<file path="config.mk">
export PLATFORM = sky130hd
export DESIGN_NAME = uart_rx_fifo
export DESIGN_NICKNAME = d
export VERILOG_FILES = /design/src/rtl/uart_rx_fifo.sv
export SDC_FILE = /design/constraint.sdc
export NUM_CORES = 1
export LEC_CHECK = 0
export BUFFER_PORTS_ARGS = -buffer_cell sky130_fd_sc_hd__buf_2
export CAP_MARGIN = 20
export CORE_MARGIN = 2
export CORE_UTILIZATION = 42
export DETAILED_ROUTE_END_ITERATION = 10
export PLACE_DENSITY = 0.53
export RECOVER_POWER = 50
export SLEW_MARGIN = 40
export SYNTH_ARGS = -nofsm -noshare
export SYNTH_HDL_FRONTEND = slang
export SYNTH_SLANG_ARGS = --single-unit
</file>
<file path="constraint.sdc">
create_clock -name clk -period 4.5 [get_ports clk]
set_clock_uncertainty 0.2 [all_clocks]
set_input_delay 0.675 -clock clk [delete_from_list [all_inputs] [get_ports clk]]
set_output_delay 0.675 -clock clk [all_outputs]
set_load 0.02 [all_outputs]
</file>
<file path="src/rtl/uart_rx_fifo.sv">
module uart_rx_fifo #(
  parameter int DEPTH     = 64,
  parameter int OSR       = 16,
  parameter int CHAR_BITS = 10,
  parameter int LW        = 8
) (
  input  logic          clk,
  input  logic          rst_n,
  input  logic          baud_tick,
  input  logic          rxd,
  input  logic          rd_en,
  input  logic [2:0]    trig_sel,
  input  logic [1:0]    tmo_sel,
  output logic [10:0]   rd_word,
  output logic [LW-1:0] level,
  output logic          trig_req,
  output logic          tmo_req,
  output logic          overrun
);
  localparam int AW         = $clog2(DEPTH);
  localparam int CW         = $clog2(DEPTH + 1);
  localparam int PW         = $clog2(OSR);
  localparam int CHAR_TICKS = OSR * CHAR_BITS;
  localparam int TW         = $clog2(CHAR_TICKS);

  typedef enum logic [2:0] {S_IDLE, S_START, S_DATA, S_STOP, S_HOLD} rx_state_t;

  logic            rx_s1, rx_s2;
  rx_state_t       state;
  logic [PW-1:0]   ph;
  logic [2:0]      bi;
  logic [7:0]      sh;

  wire phase_end = baud_tick && (ph == PW'(OSR - 1));
  wire half_end  = baud_tick && (ph == PW'(OSR / 2 - 1));
  wire push      = (state == S_STOP) && phase_end;
  wire brk_in    = !rx_s2 && (sh == 8'd0);
  wire fe_in     = !rx_s2 && (sh != 8'd0);
  wire rx_busy   = (state != S_IDLE);

  always_ff @(posedge clk) begin
    if (!rst_n) begin
      rx_s1 <= 1'b1;
      rx_s2 <= 1'b1;
      state <= S_IDLE;
      ph    <= '0;
      bi    <= '0;
      sh    <= '0;
    end else begin
      rx_s1 <= rxd;
      rx_s2 <= rx_s1;
      case (state)
        S_IDLE: if (!rx_s2) begin
          state <= S_START;
          ph    <= '0;
        end
        S_START: if (half_end) begin
          ph    <= '0;
          bi    <= '0;
          state <= rx_s2 ? S_IDLE : S_DATA;
        end else if (baud_tick) ph <= ph + 1'b1;
        S_DATA: if (phase_end) begin
          ph <= '0;
          sh <= {rx_s2, sh[7:1]};
          if (bi == 3'd7) state <= S_STOP;
          bi <= bi + 1'b1;
        end else if (baud_tick) ph <= ph + 1'b1;
        S_STOP: if (phase_end) begin
          ph    <= '0;
          state <= rx_s2 ? S_IDLE : S_HOLD;
        end else if (baud_tick) ph <= ph + 1'b1;
        S_HOLD: if (rx_s2) state <= S_IDLE;
        default: state <= S_IDLE;
      endcase
    end
  end

  logic [9:0]    mem [DEPTH];
  logic [AW-1:0] wptr, rptr;
  logic [CW-1:0] count;

  wire empty = (count == '0);
  wire full  = (count == CW'(DEPTH));
  wire pop   = rd_en && !empty;
  wire wr    = push && (!full || pop);
  assign overrun = push && full && !pop;

  always_ff @(posedge clk) begin
    if (!rst_n) begin
      wptr  <= '0;
      rptr  <= '0;
      count <= '0;
    end else begin
      if (wr) wptr <= (wptr == AW'(DEPTH - 1)) ? '0 : wptr + 1'b1;
      if (pop) rptr <= (rptr == AW'(DEPTH - 1)) ? '0 : rptr + 1'b1;
      count <= count + CW'(wr) - CW'(pop);
    end
  end

  always_ff @(posedge clk)
    if (wr) mem[wptr] <= {brk_in, fe_in, sh};

  wire [9:0] head = mem[rptr];
  assign rd_word = empty ? 11'h100 : {head[9:8], 1'b0, head[7:0]};
  assign level   = LW'(count);

  logic [LW-1:0] thr;
  always_comb
    case (trig_sel)
      3'd0:    thr = LW'(1);
      3'd1:    thr = LW'(4);
      3'd2:    thr = LW'(8);
      3'd3:    thr = LW'(16);
      3'd4:    thr = LW'(32);
      default: thr = LW'(48);
    endcase
  assign trig_req = (level >= thr);

  logic [TW-1:0] tcnt;
  logic [4:0]    ccnt;
  logic [4:0]    limit;
  wire restart = push || pop || rx_busy || empty;

  always_ff @(posedge clk) begin
    if (!rst_n || restart) begin
      tcnt <= '0;
      ccnt <= '0;
    end else if (baud_tick) begin
      if (tcnt == TW'(CHAR_TICKS - 1)) begin
        tcnt <= '0;
        if (ccnt != 5'd31) ccnt <= ccnt + 1'b1;
      end else tcnt <= tcnt + 1'b1;
    end
  end

  always_comb
    case (tmo_sel)
      2'd1:    limit = 5'd4;
      2'd2:    limit = 5'd8;
      default: limit = 5'd16;
    endcase
  assign tmo_req = (tmo_sel != 2'd0) && !empty && (ccnt >= limit);


  level_bound_chk: assert property (@(posedge clk) disable iff (!rst_n)
    level <= LW'(DEPTH));

  ovr_keep_chk: assert property (@(posedge clk) disable iff (!rst_n)
    overrun |=> level == LW'(DEPTH));

  tmo_nonempty_chk: assert property (@(posedge clk) disable iff (!rst_n)
    tmo_req |-> level != '0);

  tmo_clear_chk: assert property (@(posedge clk) disable iff (!rst_n)
    push |=> !tmo_req);

  empty_read_chk: assert property (@(posedge clk) disable iff (!rst_n)
    (rd_en && level == '0 && !push) |=> level == '0);
endmodule

</file>
## Word level (Yosys, flattened, before mapping)

Memory sizes are Yosys's and may differ from the RTL's. A register that Yosys moved wholly into a read port is not among the register bits.
Index checks and enable logic that the tools add are counted.

| storage, ports and cells | value |
|---|---|
| logic and storage cells | 109 |
| bits in writable memories | 640 |
| memories kept | 1 |
| flip-flop bits (word level) | 52 |

Memory list:

| memory | depth | width | rd ports | clocked after memory_dff | wr ports | RTL line | text |
|---|---|---|---|---|---|---|---|
| mem | 64 | 10 | 1 | 1 | 1 | 78 | `logic [9:0] mem [DEPTH];` |

| cells by class | value |
|---|---|
| reductions and logical operators | 36 |
| add/sub/neg operators | 8 |
| eq/ne operators | 24 |
| magnitude comparators | 2 |
| muxes and demuxes | 27 |

Operators with widths:

| operator | count |
|---|---|
| $pmux 6 s5 | 1 |
| $mux 3 | 9 |
| $mux 6 | 4 |
| $mux 4 | 4 |
| $pmux 3 s5 | 1 |
| $add 6x1->6 const B | 2 |
| $eq 3x2->1 const B | 4 |
| $eq 6x6->1 const B | 2 |
| $ne 2x2->1 const B | 6 |
| $pmux 4 s3 | 1 |
| $logic_and 1x1->1 | 11 |
| $mux 11 | 1 |
| $pmux 5 s2 | 1 |
| $eq 3x3->1 const B | 3 |
| $add 8x1->8 const B | 1 |
| $eq 8x8->1 const B | 1 |
| $ge 7x8->1 | 1 |
| $logic_not 8->1 | 1 |
| $mux 8 | 1 |
| $reduce_bool 8->1 | 1 |
| $add 7x1->7 | 1 |
| $eq 7x7->1 const B | 1 |
| $logic_not 7->1 | 1 |
| $sub 7x1->7 | 1 |
| other kinds (22) | 37 |

## Depth between registers and ports, before layout

Gate-level depths: netlist of the first run.

| logic depth | value |
|---|---|
| word-level depth | 7 |
| depth in mapped cells | 17 |
| gate-level depth less buffers | 16 |

## Worst setup path before layout of the first run

No wires, ideal clock.

| timing path | value |
|---|---|
| kind | reg-to-reg |
| start | reg sh[0] |
| end | mem mem[0][8] (data pin) |
| buffers on the path | 0 |
| required time | 3.752 ns |
| library setup time | 0.548 ns |
| stages on the path, launching flop included | 3 |
| arrival time | 3.109 ns |
| slack | 0.643 ns |
| period minus slack after synthesis | 3.857 ns |
| cell sequence | dfxtp_1 > nor4_1 > a21oi_1 |

| on the way | value |
|---|---|
| longest elaborated chain between the ends | 2 |

RTL lines:

| item | RTL line | text |
|---|---|---|
| start, declared | 32 | `logic [7:0] sh;` |
| start signal, assigned | 64 | `sh <= {rx_s2, sh[7:1]};` |
| $reduce_bool 8->1 | 38 | `wire fe_in = !rx_s2 && (sh != 8'd0);` |
| $logic_and 1x1->1 | 38 |  |
| via fe_in | 38 |  |
| end, declared | 78 |  |

The timed path passes the listed nets, and every way through them passes these cells.

## Final worst setup path of the first run

| timing path | value |
|---|---|
| start | reg count[2] |
| end | out rd_word[6] |

| on the way | value |
|---|---|
| longest elaborated chain between the ends | 2 |

RTL lines:

| item | RTL line | text |
|---|---|---|
| start, declared | 80 | `logic [CW-1:0] count;` |
| start signal, assigned | 96 | `count <= count + CW'(wr) - CW'(pop);` |
| $logic_not 7->1 | 82 | `wire empty = (count == '0);` |
| $mux 11 | 104 | `assign rd_word = empty ? 11'h100 : {head[9:8], 1'b0, head[7:0]};` |
| end, declared | 14 | `output logic [10:0] rd_word,` |

Every way passes these cells.

==> results of run 1 <==
## final cells by class
type	count	share of cell area
well taps	864	0.0342
repair buffers	137	0.0328
clock buffers	94	0.0615
flip-flops and latches	698	0.644
inverters	21	0.00249
clock inverters	41	0.00981
multi-input cells	641	0.215
## cell families (layout without fill, tap and decap cells)
group,after synthesis,count (layout),synth area share
other,1,1,0.000136
DFF,698,698,0.737
AOI/OAI and AO/OA,103,103,0.0246
muxes,213,213,0.152
adders and majority gates,29,29,0.0134
and+or+nand+nor,272,272,0.0473
buffers and inverters,92,293,0.0179
xor gates and xnor gates,23,23,0.00729
## how the worst min path moves through the flow
stage                     start     to  slack, ns  cells past startpoint
final                       rxd  rx_s1       0.06                      2
after global routing        rxd  rx_s1       0.06                      2
after detailed placement  rx_s1  rx_s2       0.20                      1
after floorplan           rx_s1  rx_s2       0.19                      1
after global placement    rx_s1  rx_s2       0.20                      1
after CTS                   rxd  rx_s1       0.02                      2
## worst max-delay path, cell delays in order (launching register included)
cell and delay, ns:
dfxtp_1 0.40, inv_1 0.08, ha_1 0.19, nor4bb_1 0.14
and2b_1 0.33, nand2b_1 0.39, buf_4 0.26, nor4_1 0.70
a31o_2 0.27, buf_2 0.16
## timing repair
action                                  in CTS  in global routing
endpoints found under the setup margin       2                  1
setup buffers                                0                  0
resized for setup                            1                  1
pin swaps                                    0                  0
## power by group
part           switching (mW)  internal, mW  leakage (nW)
Clock                    2.47          3.25          1.10
Sequential              0.122          7.02          7.76
Combinational           0.713         0.630          2.71
Total                    3.30          10.9          11.6
## cell usage after synthesis (3+ instances only)
cell      number
buf_2         18
nor2b_1       22
o22ai_1       21
o21ai_0       15
o21ai_1        7
clkbuf_1      21
a211o_1        4
dfxtp_1       58
inv_1         21
nor2_1       117
nand2b_1      16
o41ai_1        4
buf_4         20
ha_1          28
nor3_1         5
xor2_1        13
a221oi_1       3
or2_2          4
buf_1          5
nand4_1       10
nand3_1       10
a21oi_1       16
buf_6          7
or3_1          8
a211oi_1       9
and2_1         9
nand2_1       44
mux4_2       166
nor3b_1        4
a22o_1         4
o21a_1         3
nand3b_1       3
xnor2_1       10
edfxtp_1     640
nor4_1         6
mux2i_1       45
and3_1         7
## registers in the layout, summed over array words and instances (netlist names), 3 cells and up, named ones only
register  cells
count         7
mem         640
bi            3
ph            4
sh            8
wptr          6
tcnt          8
state         3
rptr          6
ccnt          5
## through the flow
step	area (um^2)	total power [mW]	setup slack (ns)	std cells	util
final	31600	14.2	0.111	2496	0.483
after CTS	31700	14.4	0.0531	2496	0.484
after global routing	31600	14.7	0.0122	2496	0.483
after detailed placement	29400	8.68	0.612	2361	0.449
after global placement	29400	8.67	0.636	2359	0.449
after floorplan	27600	8.31	0.643	1431	-
## routing by layer
metal  up-vias  GRT usage  share of wire
met5         -          0              0
met4         0     0.0568          0.020
met3        82     0.0289          0.053
met2       392      0.314           0.47
met1      7384      0.292           0.45
li1       6066          -              -
==> flow_summary.toml, run 1 <==
[cells_and_area]
final_cell_mix = "640 x edfxtp_1, 166 x mux4_2, 116 x nor2_1"
drive_above_1_share = 0.245
seq_area_mm2 = 0.0204
multi_input_area_mm2 = 0.00680
num-fill-cells = 5417
final_common_cell = "edfxtp_1"
area_growth_pct = 14.4
nets = 1611
antenna_cells = 0

[die]
core_area_mm2 = 0.0655
initial_utilization = 0.422
die_x_um = 261
ioPinCount = 32
rows = 94
die_y_um = 261
fp.dieArea_mm2 = 0.0679

[clocking]
cts_hold_buf = 0
cts_sinks = 698
clkTransAtPathRegs_ns = 0.06
cts_root_buf = "clkbuf_16"
clk_latency_ns = 0.61
max-clock-path-buffers = 3
h-tree-depth = 3
cts_tree = "built"
numCtsBuffers = 73

[setup_path]
critPathMaxFanout = 6
reg2reg_slack_ns = 0.60
crit_type = "flip-flop to output port"
worstPathRequired_ns = 3.62
cp-startpoint = "count[2]"
ff2ff_path_depth = 17
end_kind = "output port"
endpoint = "rd_word[6]"
arrival_ns = 3.51
r2r_start = "count[5]"
worstReg2RegEnd = "count[6]"
crit_path_start_kind = "flip-flop"

[global_routing]
grt_pass1_vias = 14300
grt_start_max_net_pins = 67
antenna_found_initial = 0
gr-usage-all-layers = 0.200
grt_pass1_wl_um = 97400
grt_overflow = 0

[logic_synthesis]
yosys_warnings = 0
synth_edf_count = 640
ys_seq_area_frac = 0.737
synth_top_area_share = 0.695
synth_area_leaders = "edfxtp_1 70%, mux4_2 14%, dfxtp_1 4.2%"
synth-seq-cells = 698
yosys.area.top_type = "edfxtp_1"
synth_cells = 1431
netlist_area_mm2 = 0.0276
syn-num-nets = 1470
synth.avg_cell_area_um2 = 19.3
ys.flop_type = "edfxtp_1"
yosysUniqueCellTypes = 57
ys_async_sr_fraction = 0

[placement]
post-dp-hpwl_um = 40900
numPortBuffers = 30
routabilityCongestion = 0.793

[sta]
setup_viol = 0
max_freq_ghz = 0.228
grt_setup_unrepaired = "false"
min_period_over_period = 0.975
hold_ws_ns = 0.0556
final.setup.tns_ns = 0
finalHoldViolations = 0
period_needed_ns = 4.39
drv_slew = 535
tightest_slew_ns = 3.29
relSlewSlack = -1.20

[route]
routed-via-count = 13900
post_drt_wl_per_cell_um = 26.4
drtAntennaViolNets = 0
drc = 0
vias_per_cell = 5.58
routed_wl_um = 65800
drt_iter0_drc = 1319
drt_pass1_iterations = 5

[outcome]
failed_checks = "capacitance limit, slew limit"
status = "complete, but fails checks"

[pwr]
power.leakage_nw = 11.6
ir_worst_vdd_v = 0.000254
power_density_mw_per_mm2 = 449

[worst_hold_path]
min_path_type = "input port to flip-flop"

[run]
maxCapViolCount = 8
Power figures use the tool's default switching activity.
==> inputs of run 2 (changes only) <==
- BUFFER_PORTS_ARGS: -buffer_cell sky130_fd_sc_hd__buf_2 -> -buffer_cell sky130_fd_sc_hd__clkbuf_2
==> run 2 against run 1 <==
The run still ends with capacitance limit, slew limit left. Utilization increased by 0.26 points. Clock power increased by 8.9%. Design area increased by 0.54%. Total power increased by 3.4%. Routed wire length increased by 0.10%. Die area unchanged. Final cell count about the same. Global-route usage decreased by 0.081 points. Via count increased by 0.13%. Non-clock buffer count decreased by 2. Critical path depth decreased by 1. Sequential share of layout area decreased by 0.34 points. Largest power group unchanged. Highest routed layer is now met5.
==> flow_summary.toml, run 2 (synthesis results as in run 1) <==
[outcome]
status = "complete, but fails checks"
failed_checks = "capacitance limit, slew limit"

[route]
drt_iter0_drc = 1321
drt_pass1_iterations = 5
routed_wl_um = 65900
drtAntennaViolNets = 0
vias_per_cell = 5.59
routed-via-count = 13900
drc = 0
post_drt_wl_per_cell_um = 26.4

[die]
core_area_mm2 = 0.0655
die_x_um = 261
ioPinCount = 32
rows = 94
fp.dieArea_mm2 = 0.0679
initial_utilization = 0.422
die_y_um = 261

[cells_and_area]
nets = 1611
final_cell_mix = "640 x edfxtp_1, 166 x mux4_2, 117 x nor2_1"
largest_reg_flops = 640
final_common_cell = "edfxtp_1"
drive_above_1_share = 0.248
largestRegisters = "mem: 640 flops, sh: 8 flops, tcnt: 8 flops"
antenna_cells = 0
area_growth_pct = 15.1
top_register = "mem"

[clocking]
max-clock-path-buffers = 3
cts_tree = "built"
clkTransAtPathRegs_ns = 0.06
cts_hold_buf = 0
numCtsBuffers = 75
cts_sinks = 698
clk_latency_ns = 0.61
post-cts-setup-buffers = 0
cts_root_buf = "clkbuf_16"
cts_resized = 0
h-tree-depth = 3

[pwr]
ir_worst_vdd_v = 0.000328
pwr-share-clk = 0.424
p_sw_mw = 3.33
power_density_mw_per_mm2 = 462
combPwrFrac = 0.090
power_frac_seq = 0.486
internal-power_mw = 11.4
p_sw_frac = 0.227
power.leakage_nw = 11.6
finalPower_mw = 14.7

[placement]
routabilityCongestion = 0.802
post-dp-hpwl_um = 40200
numPortBuffers = 30

[global_routing]
grt_pass1_wl_um = 96500
grt_pass1_vias = 14100
grt_overflow = 0
gr-usage-all-layers = 0.199
grt_start_max_net_pins = 67
antenna_found_initial = 3

[worst_hold_path]
worstHoldStart = "rxd"
min_path_type = "input port to flip-flop"

[setup_path]
crit_type = "flip-flop to output port"
cp_cell_sequence = "buf_4, buf_4, mux4_2, o22ai_1, a211oi_1, o21ai_1, nand2_1, clkbuf_2"
critPathMaxFanout = 17
crit_buf_inv = 3
arrival_ns = 3.34
cpMostUsedCell = "buf_4"
r2r_start = "count[5]"
worstPathRequired_ns = 3.62
critPathMaxStageDelay_ns = 0.60
end_kind = "output port"
crit_path_start_kind = "flip-flop"
cp_top_family = "buffers and inverters"
slowest_stage = "dfxtp_4"

[sta]
min_period_over_period = 0.936
grt_setup_unrepaired = "false"
setup_viol = 0
tightest_slew_ns = 3.56
relSlewSlack = -1.37
drv_slew = 535
finalHoldViolations = 0
period_needed_ns = 4.21
max_freq_ghz = 0.237
final.setup.tns_ns = 0

[run]
maxCapViolCount = 8
==> run 2: changes by cell type in the layout (fill, tap and decap cells not counted), moves of 4 or more <==
cell	previous run	this run
clkbuf_16	74	79
clkbuf_1	35	31
clkinv_1	18	14
bufinv_16	3	9
buf_2	22	0
clkbuf_2	2	23
==> run 2: worst paths after layout <==
check,end,slack [ns],cells after the start
max,rd_word[3],0.29,8
min,rx_s1,0.04,2
max reg2reg,count[6],0.61,16
min reg2reg,rx_s2,0.21,1
==> run 2: layout make-up <==
| class | instances | area, um^2 |
|---|---|---|
| Clock inverter | 45 | 488 |
| Multi-Input combinational cell | 641 | 6790 |
| Clock buffer | 90 | 2020 |
| Inverter | 21 | 78.8 |
| Timing Repair Buffer | 135 | 968 |
| Tap cell | 864 | 1080 |
| Fill cell | 5348 | 33700 |
| Sequential cell | 698 | 20400 |
==> run 2: per-layer routing <==
layer / up-vias / wire [um] / GRT usage
met5: - / 13 / 0
met4: 2 / 1240 / 0.0559
li1: 6063 / - / -
met3: 82 / 3910 / 0.0404
met2: 395 / 31600 / 0.316
met1: 7400 / 29200 / 0.280
==> run 2: per-stage QoR <==
step / util / instance area [um^2] / hold WS (ns) / instances / setup WS [ns]
finish: 0.486 / 31800 / 0.0429 / 2494 / 0.286
global route: 0.486 / 31800 / 0.0360 / 2494 / 0.0754
CTS: 0.487 / 31900 / 0.0134 / 2494 / 0.205
detailed placement: 0.449 / 29400 / 0.200 / 2359 / 0.612
global placement: 0.448 / 29300 / 0.199 / 2356 / 0.713
floorplan: - / 27600 / 0.186 / 1431 / 0.643
==> run 2: power by group through the flow <==
stage	logic [mW]	registers, mW	clock network [mW]
floorplan	1.08	7.23	0
global placement	1.36	7.29	0
detailed placement	1.37	7.28	0
CTS	1.37	7.15	6.38
global route	1.45	7.15	6.65
finish	1.32	7.14	6.23
==> inputs of run 3 (changes only) <==
- CELL_PAD_IN_SITES_DETAIL_PLACEMENT: not set -> 1
- CELL_PAD_IN_SITES_GLOBAL_PLACEMENT: not set -> 2
- PLACE_DENSITY: 0.53 -> 0.65
- REMOVE_ABC_BUFFERS: not set -> 1
==> run 3 against run 2 <==
The flow still finishes with violations (capacitance limit, slew limit). Fmax decreased by 4.2%. Flip-flop and latch count unchanged. Combinational power increased by 5%. Design area increased by 0.29%. Global-route usage increased by 1.1 points. Register-to-register slack got worse by 0.21 ns. Utilization increased by 0.14 points. Critical path depth decreased by 2. Clock power increased by 0.6%. Sequential power about the same. Critical path type unchanged. Largest cell class unchanged. Highest routed layer is now met4.
==> flow_summary.toml, run 3 (synthesis results as in run 1) <==
[route]
routed_wl_um = 69500
post_drt_wl_per_cell_um = 27.8
vias_per_cell = 5.63
drt_pass1_iterations = 5
drtAntennaViolNets = 0
drt_iter0_drc = 1276
met2_length_um = 33400
drc = 0
wl_met3_um = 3750
m1WireLength_um = 31300
routed-via-count = 14100
top_layer = "met4"

[pwr]
p_sw_frac = 0.229
finalPower_mw = 14.8
power_density_mw_per_mm2 = 464
ir_worst_vdd_v = 0.000272
power.leakage_nw = 11.7
internal-power_mw = 11.4
pwr-share-clk = 0.423
p_sw_mw = 3.40
combPwrFrac = 0.093
power_frac_seq = 0.483

[global_routing]
grt_start_max_net_pins = 67
grt_pass1_wl_um = 102000
grt_pass1_vias = 14700
antenna_found_initial = 0
gr-usage-all-layers = 0.210
grt_overflow = 0

[clocking]
cts_tree = "built"
cts_sinks = 698
max-clock-path-buffers = 3
clkTransAtPathRegs_ns = 0.06
h-tree-depth = 3
numCtsBuffers = 76
cts_hold_buf = 0
cts_resized = 0
clk_latency_ns = 0.60
post-cts-setup-buffers = 0
cts_root_buf = "clkbuf_16"

[cells_and_area]
final_cell_mix = "640 x edfxtp_1, 166 x mux4_2, 116 x nor2_1"
area_growth_pct = 15.4
top_register = "mem"
largest_reg_flops = 640
drive_above_1_share = 0.250
final_common_cell = "edfxtp_1"
nets = 1613
fin_cells = 2498
antenna_cells = 0
largestRegisters = "mem: 640 flops, sh: 8 flops, tcnt: 8 flops"

[setup_path]
end_kind = "output port"
critPathMaxFanout = 20
arrival_ns = 3.52
worstPathRequired_ns = 3.62
crit_path_start_kind = "flip-flop"
crit_type = "flip-flop to output port"

[sta]
hold_ws_ns = 0.0501
min_period_over_period = 0.977
relSlewSlack = -1.31
grt_setup_unrepaired = "false"
setup_viol = 0
max_freq_ghz = 0.227
finalHoldViolations = 0
final.setup.tns_ns = 0
tightest_slew_ns = 3.47
fin_ws_ns = 0.104
drv_slew = 602
period_needed_ns = 4.40

[run]
maxCapViolCount = 10

[die]
fp.dieArea_mm2 = 0.0679
ioPinCount = 32
die_x_um = 261
rows = 94
die_y_um = 261
core_area_mm2 = 0.0655
initial_utilization = 0.422

[placement]
dp.cells = 2358
post-dp-hpwl_um = 42300
routabilityCongestion = 0.764
dp_slack_ns = 0.715
numPortBuffers = 30

[outcome]
failed_checks = "capacitance limit, slew limit"
status = "complete, but fails checks"

[worst_hold_path]
min_path_type = "input port to flip-flop"
[run 3: cell count changes in the layout (fill, tap and decap cells not counted), sizes merged]
cell,before,now
clkbuf,133,136
buf,92,93
inv,25,23
clkinvlp,4,5
clkinv,28,29
[run 3: through the flow]
stage                util  instance area, um^2
CTS                 0.488                32000
finish              0.487                31900
global placement    0.449                29400
detailed placement  0.450                29400
floorplan               -                27200
global route        0.487                31900
[run 3: routing by layer]
layer,up-vias,global-route usage
li1,6066,-
met1,7582,0.302
met2,344,0.332
met3,74,0.0416
met4,0,0.0494
met5,-,0
[run 3: power by group through the flow]
stage / Sequential [mW] / Clock (mW) / Combinational (mW)
finish: 7.16 / 6.27 / 1.38
global route: 7.18 / 6.64 / 1.51
CTS: 7.17 / 6.42 / 1.42
detailed placement: 7.31 / 0 / 1.42
global placement: 7.31 / 0 / 1.40
floorplan: 7.51 / 0 / 0.804
[run 3: final cells by class]
cell class	count	area, um^2
sequential	698	20400
clock inverter	45	477
tap	864	1080
clock buffer	93	2040
fill	5992	33600
multi-input combinational	641	6790
inverter	21	78.8
timing repair buffer	136	1050
[run 3: worst paths after layout]
check,startpoint,endpoint,slack (ns),depth (start not counted)
setup / recovery,flip-flop,rd_word[2],0.10,6
hold / removal,rxd,rx_s1,0.05,2
setup reg to reg,sh[0],mem[42][9],0.40,5
hold reg to reg,rx_s1,rx_s2,0.20,1
[run 3: critical path: stages (launching register included)]
cell and delay, ns:
dfxtp_4 0.69, buf_12 0.27, mux4_2 0.26, mux2i_1 0.19, a22o_1 0.34, o41ai_1 0.83, clkbuf_2 0.31
